## src/rtl/cdt_pkg.sv

```systemverilog
package cdt_pkg;

    localparam int unsigned CDT_DW    = 32;
    localparam int unsigned CDT_NREGS = 4;

    typedef logic [CDT_DW-1:0] word_t;

    typedef enum logic [1:0] {
        SLOT_STATUS   = 2'd0,
        SLOT_CONTROL  = 2'd1,
        SLOT_PERIOD   = 2'd2,
        SLOT_SNAPSHOT = 2'd3
    } slot_e;

    // control word bit positions
    localparam int unsigned CB_IRQ_EN = 0;
    localparam int unsigned CB_AUTO   = 1;
    localparam int unsigned CB_START  = 2;
    localparam int unsigned CB_HALT   = 3;

    // status word bit positions
    localparam int unsigned SB_TIMEOUT = 0;
    localparam int unsigned SB_RUN     = 1;

    typedef struct packed {
        logic status;
        logic control;
        logic period;
    } wstrobe_t;

    function automatic logic at_terminal(word_t c);
        return (c <= word_t'(1));
    endfunction

    function automatic word_t pack_status(logic timeout, logic running);
        word_t w;
        w = '0;
        w[SB_TIMEOUT] = timeout;
        w[SB_RUN]     = running;
        return w;
    endfunction

endpackage

```

## src/rtl/cdt_regs.sv

```systemverilog
module cdt_regs
    import cdt_pkg::*;
#(
    parameter int unsigned ADDR_W = 6
) (
    input  logic              clk,
    input  logic              rst,
    input  logic              bus_sel,
    input  logic              bus_we,
    input  logic [ADDR_W-1:0] bus_addr,
    input  word_t             bus_wdata,
    input  word_t             status_word,
    input  word_t             count_val,
    output wstrobe_t          wstb,
    output word_t             ctrl_q,
    output word_t             period_q,
    output word_t             bus_rdata
);
    localparam int unsigned IDX_W = ADDR_W - 2;

    logic [IDX_W-1:0] idx;
    logic             mapped;
    slot_e            slot;
    logic             unused_lo;

    assign idx       = bus_addr[ADDR_W-1:2];
    assign unused_lo = ^bus_addr[1:0];
    assign mapped    = ((idx >> 2) == '0);
    assign slot      = slot_e'(idx[1:0]);

    always_comb begin
        wstb = '0;
        if (bus_sel && bus_we && mapped) begin
            unique case (slot)
                SLOT_STATUS:   wstb.status  = 1'b1;
                SLOT_CONTROL:  wstb.control = 1'b1;
                SLOT_PERIOD:   wstb.period  = 1'b1;
                SLOT_SNAPSHOT: ;
            endcase
        end
    end

    always_ff @(posedge clk) begin
        if (rst) begin
            ctrl_q   <= '0;
            period_q <= '0;
        end else begin
            if (wstb.control) ctrl_q   <= bus_wdata;
            if (wstb.period)  period_q <= bus_wdata;
        end
    end

    always_comb begin
        bus_rdata = '0;
        if (bus_sel && !bus_we && mapped) begin
            unique case (slot)
                SLOT_STATUS:   bus_rdata = status_word;
                SLOT_CONTROL:  bus_rdata = ctrl_q;
                SLOT_PERIOD:   bus_rdata = period_q;
                SLOT_SNAPSHOT: bus_rdata = count_val;
            endcase
        end
    end

endmodule

```

## src/rtl/cdt_counter.sv

```systemverilog
module cdt_counter
    import cdt_pkg::*;
(
    input  logic  clk,
    input  logic  rst,
    input  logic  load,
    input  word_t load_val,
    input  logic  ctl_wr,
    input  logic  ctl_start,
    input  logic  ctl_halt,
    input  logic  autoload,
    input  word_t period_q,
    output word_t count_q,
    output logic  run_q,
    output logic  expire
);
    word_t count_d;
    logic  run_d;
    logic  tick;

    assign tick   = run_q && !load;
    assign expire = tick && at_terminal(count_q);

    always_comb begin
        count_d = count_q;
        run_d   = run_q;
        if (load) begin
            count_d = load_val;
        end else if (tick) begin
            if (expire) begin
                if (autoload) begin
                    count_d = period_q;
                end else begin
                    count_d = '0;
                    run_d   = 1'b0;
                end
            end else begin
                count_d = count_q - word_t'(1);
            end
        end
        // start first, halt last: halt wins when both are written
        if (ctl_wr && ctl_start) run_d = 1'b1;
        if (ctl_wr && ctl_halt)  run_d = 1'b0;
    end

    always_ff @(posedge clk) begin
        if (rst) begin
            count_q <= '0;
            run_q   <= 1'b0;
        end else begin
            count_q <= count_d;
            run_q   <= run_d;
        end
    end

endmodule

```

## src/rtl/cdt_status.sv

```systemverilog
module cdt_status
    import cdt_pkg::*;
(
    input  logic  clk,
    input  logic  rst,
    input  logic  expire,
    input  logic  clear,
    input  logic  irq_en,
    input  logic  running,
    output logic  timeout_q,
    output word_t status_word,
    output logic  irq
);
    always_ff @(posedge clk) begin
        if (rst) begin
            timeout_q <= 1'b0;
        end else if (expire) begin
            timeout_q <= 1'b1;
        end else if (clear) begin
            timeout_q <= 1'b0;
        end
    end

    assign status_word = pack_status(timeout_q, running);
    assign irq         = timeout_q && irq_en;

endmodule

```

## src/rtl/cdt_timer.sv

```systemverilog
module cdt_timer
    import cdt_pkg::*;
#(
    parameter int unsigned ADDR_W = 6
) (
    input  logic              clk,
    input  logic              rst,
    input  logic              bus_sel,
    input  logic              bus_we,
    input  logic [ADDR_W-1:0] bus_addr,
    input  logic [31:0]       bus_wdata,
    output logic [31:0]       bus_rdata,
    output logic              irq
);
    wstrobe_t wstb;
    word_t    ctrl_q;
    word_t    period_q;
    word_t    count_q;
    word_t    status_word;
    logic     run_q;
    logic     expire;
    logic     timeout_q;

    cdt_regs #(.ADDR_W(ADDR_W)) u_regs (
        .clk         (clk),
        .rst         (rst),
        .bus_sel     (bus_sel),
        .bus_we      (bus_we),
        .bus_addr    (bus_addr),
        .bus_wdata   (bus_wdata),
        .status_word (status_word),
        .count_val   (count_q),
        .wstb        (wstb),
        .ctrl_q      (ctrl_q),
        .period_q    (period_q),
        .bus_rdata   (bus_rdata)
    );

    cdt_counter u_counter (
        .clk       (clk),
        .rst       (rst),
        .load      (wstb.period),
        .load_val  (bus_wdata),
        .ctl_wr    (wstb.control),
        .ctl_start (bus_wdata[CB_START]),
        .ctl_halt  (bus_wdata[CB_HALT]),
        .autoload  (ctrl_q[CB_AUTO]),
        .period_q  (period_q),
        .count_q   (count_q),
        .run_q     (run_q),
        .expire    (expire)
    );

    cdt_status u_status (
        .clk         (clk),
        .rst         (rst),
        .expire      (expire),
        .clear       (wstb.status),
        .irq_en      (ctrl_q[CB_IRQ_EN]),
        .running     (run_q),
        .timeout_q   (timeout_q),
        .status_word (status_word),
        .irq         (irq)
    );

endmodule

```

## config.mk

```make
export PLATFORM = sky130hd
export DESIGN_NAME = cdt_timer
export DESIGN_NICKNAME = d
export VERILOG_FILES = /design/src/rtl/cdt_pkg.sv /design/src/rtl/cdt_regs.sv /design/src/rtl/cdt_counter.sv /design/src/rtl/cdt_status.sv /design/src/rtl/cdt_timer.sv
export SDC_FILE = /design/constraint.sdc
export NUM_CORES = 1
export LEC_CHECK = 0
export BUFFER_PORTS_ARGS = -buffer_cell sky130_fd_sc_hd__buf_2
export CAP_MARGIN = 30
export CORE_AREA = 2 2 137 139
export DETAILED_ROUTE_END_ITERATION = 8
export DIE_AREA = 0 0 139 141
export GPL_TIMING_DRIVEN = 0
export HOLD_SLACK_MARGIN = 0.08
export SETUP_SLACK_MARGIN = 0.5
export SKIP_LAST_GASP = 1
export SYNTH_ARGS = -nofsm -noshare
export SYNTH_HDL_FRONTEND = slang
export SYNTH_SLANG_ARGS = --single-unit
```

## constraint.sdc

```tcl
create_clock -name clk -period 3.45 [get_ports clk]
set_input_delay 0 -clock clk [delete_from_list [all_inputs] [get_ports clk]]
set_output_delay 0 -clock clk [all_outputs]
set_load 0.05 [all_outputs]
```

==> impl_results.md <==
- Setup TNS: 0 ns
- I/O Pins: 75
- Sink Count: 98
- Post-place setup slack: 0.7372 ns
- Post_cts resized: 0
- Slew headroom: 0.4474
- Initial antenna violation count: 0
- Mean number of vias per cell: 5.264
- Outcome: completed
- Routed wire length: 18770 um
- Pwr Density: a little over 400 mW/mm2
- Final period utilization: 0.8061
- WHS: about 0.22 ns
- Crit path time final: 2.781 ns
- Antenna Cells: 0
- Skew-Pair Late Insertion Delay: 0.36 ns
- Commonest non-fill, non-tap cells in the layout: 166 x nand2_1, 98 x dfxtp_1, 96 x a21oi_1, 74 x buf_2, 53 x nor2_1
- Core Util, Final: 0.3666
- # rows: 50
- RSZ-0062 raised after global routing: false
- P&R area growth vs syn: 24.34%
- GRT Util Overall: 0.1891
- Peak VDD IR: 277.4 uV
- Critical path capture point type: flip-flop
- IO Port Bufs: 70
- CTS clk-pin slew, worst paths: 0.07 ns
- Number of synthesized flops with an enable pin: 0
- Core ar.: between 0.015 and 0.02 mm2
- Max Buffers Root-to-Sink: 2
- Die Span Y: approximately 140 um
- Vias: between 5000 and 6000
- Synthesized area per cell: between 7 and 8 um2
- Remaining antenna violation count: 0
- Max Fclk: 359.6 MHz
- Final max-slew violation count: 0
- Leading cell type in the layout, fill and taps excluded: nand2_1
- CP Class: flip-flop to flip-flop
- Routability cong.: 0.9145
- Max-Cap Viols: 0
- Largest net degree at the start of global routing: 16
- Critical path fanouts, max: 10
- Nature of the critical path startpoint: flip-flop
- Synth async-reset ratio: 0
- Final setup vio count: 0
- Leak pwr: 0.002476 uW
- Netlist cell types: 67
- Seq cells post-synth: 98
- Clk_skew: 0.008269 ns
- Die width: 139 um
- Total die area: ~0.02 mm2
- Syn Inst Count: 705
- CTS tree: done
- Htree depth: 3
- Root Driver: clkbuf_16
- Fin nets: approximately 860
- Least-Margin Pin Slew: a little over 0.8 ns
- Final Hold Viols: 0
- Cts bufs inserted: 9
- Drt initial violations: roughly 540
- Post-detail-place hpwl: 13230 um
- Pre-antenna DRT Iters: 5
- Crit path DAT: approximately 3 ns
- Global route overflow: 0
- Number of global-route vias before repair: between 5000 and 6000
- Layout cell share with drive strength beyond 1: 0.1685
- Sequential share of the synthesized area: 0.3642
- Syn. warnings: 0
- Synth Net Count: 749
- Final Worst Setup Slack: ~0.67 ns
- DRC viols: 0
- Starting density of the core: 0.2949
- WL/cell: 17.73 um
- Global-route wire length before repair: 29170 um
- Mapped cell area: 0.005386 mm2
- Worst Path Required: 3.66 ns
- Prevailing post-synth register cell: dfxtp_1
- Worst hold path class: primary input to flip-flop
- Overall power: between 2000 and 3000 uW
[worst max-delay path: stages, from the launching register on]
cell,delay (ns)
dfxtp_1,0.30
clkbuf_1,0.19
or4_1,0.68
nor4b_4,0.42
nand4_1,0.31
clkbuf_1,0.38
o21ai_0,0.25
a221oi_1,0.10
[logic make-up (layout without fill, tap and decap cells)]
| family | Yosys count | count (layout) | synth area share |
|---|---|---|---|
| fa+ha+maj | 2 | 2 | 0.004645 |
| flops | 98 | 98 | 0.3642 |
| buf+inv | 60 | 180 | 0.04413 |
| mux | 35 | 35 | 0.07712 |
| compound gates | 204 | 204 | 0.2351 |
| simple gates | 286 | 286 | 0.2423 |
| xor+xnor | 20 | 20 | 0.03252 |
[per-stage QoR]
step	instances	cell area (um2)
after floorplan	705	5386
after global placement	1009	6030
after detailed placement	1009	6030
after CTS	1058	6690
after global routing	1059	6698
final	1059	6698
[area by class of cell]
class / instances / area [um2]
Multi-Input combinational cell: 547 / 3187
Fill cell: 1958 / 11570
Timing Repair Buffer: 104 / 688.2
Clock inverter: 4 / 73.82
Tap cell: 234 / 292.8
Clock buffer: 12 / 256.5
Inverter: 6 / 22.52
Buffer: 54 / 215.2
Sequential cell: 98 / 1962
[per-layer routing]
| layer | vias to the layer above | global-route usage | part of all wire |
|---|---|---|---|
| met5 | - | 0 | 0 |
| met4 | 0 | 0.07443 | 0.022 |
| met3 | 32 | 0.02548 | 0.068 |
| met2 | 223 | 0.2987 | 0.44 |
| met1 | 2578 | 0.2623 | 0.47 |
| li1 | 2742 | - | - |
[synth_stat cells (all sizes together), types with 2 or more instances]
library cell	n	area share
a21boi	2	0.0028
a21oi	97	0.091
a221oi	7	0.011
a22o	2	0.0035
a22oi	39	0.054
a311oi	5	0.0081
a31oi	4	0.0046
and2	5	0.0058
buf	9	0.0086
clkbuf	45	0.031
dfxtp	98	0.36
ha	2	0.0046
inv	6	0.0042
mux2	32	0.067
mux4	2	0.0084
nand2	166	0.12
nand2b	2	0.0023
nand3	10	0.010
nand4	2	0.0023
nor2	54	0.038
nor2b	4	0.0046
nor3	10	0.011
nor4	13	0.018
o21a	3	0.0042
o21ai	21	0.020
o22ai	6	0.0070
o31ai	5	0.0079
o32ai	2	0.0033
or3	4	0.0051
or4	7	0.012
xnor2	11	0.018
xor2	9	0.015
[what timing repair did]
action	CTS	global route
buffers inserted	0	1
hold buffers	33	0
setup endpoints to repair	0	1
hold endpoints to repair	93	0
[path summary, 6_finish.rpt]
| kind | from | to | slack, ns | depth (start not counted) |
|---|---|---|---|---|
| max | u_counter.count_q[20] | u_counter.run_q | 0.67 | 7 |
| min | bus_we | u_status.timeout_q | 0.22 | 4 |
| max reg2reg | u_counter.count_q[20] | u_counter.run_q | 0.67 | 7 |
| min reg2reg | u_regs.ctrl_q[26] | u_regs.ctrl_q[26] | 0.46 | 2 |
[state kept, by name, indices dropped and copies added (netlist names)]
signal	flops
u_counter.count_q	32
u_regs.ctrl_q	32
u_regs.period_q	32
u_counter.run_q	1
u_status.timeout_q	1
[power breakdown]
| part | switching, uW | internal, uW | total [uW] |
|---|---|---|---|
| clock network | 453 | 675 | 1130 |
| logic | 248 | 167 | 415 |
| registers | 12.4 | 1140 | 1150 |
| total | 714 | 1980 | 2700 |
No activity file was read; power rests on OpenSTA's default activity.
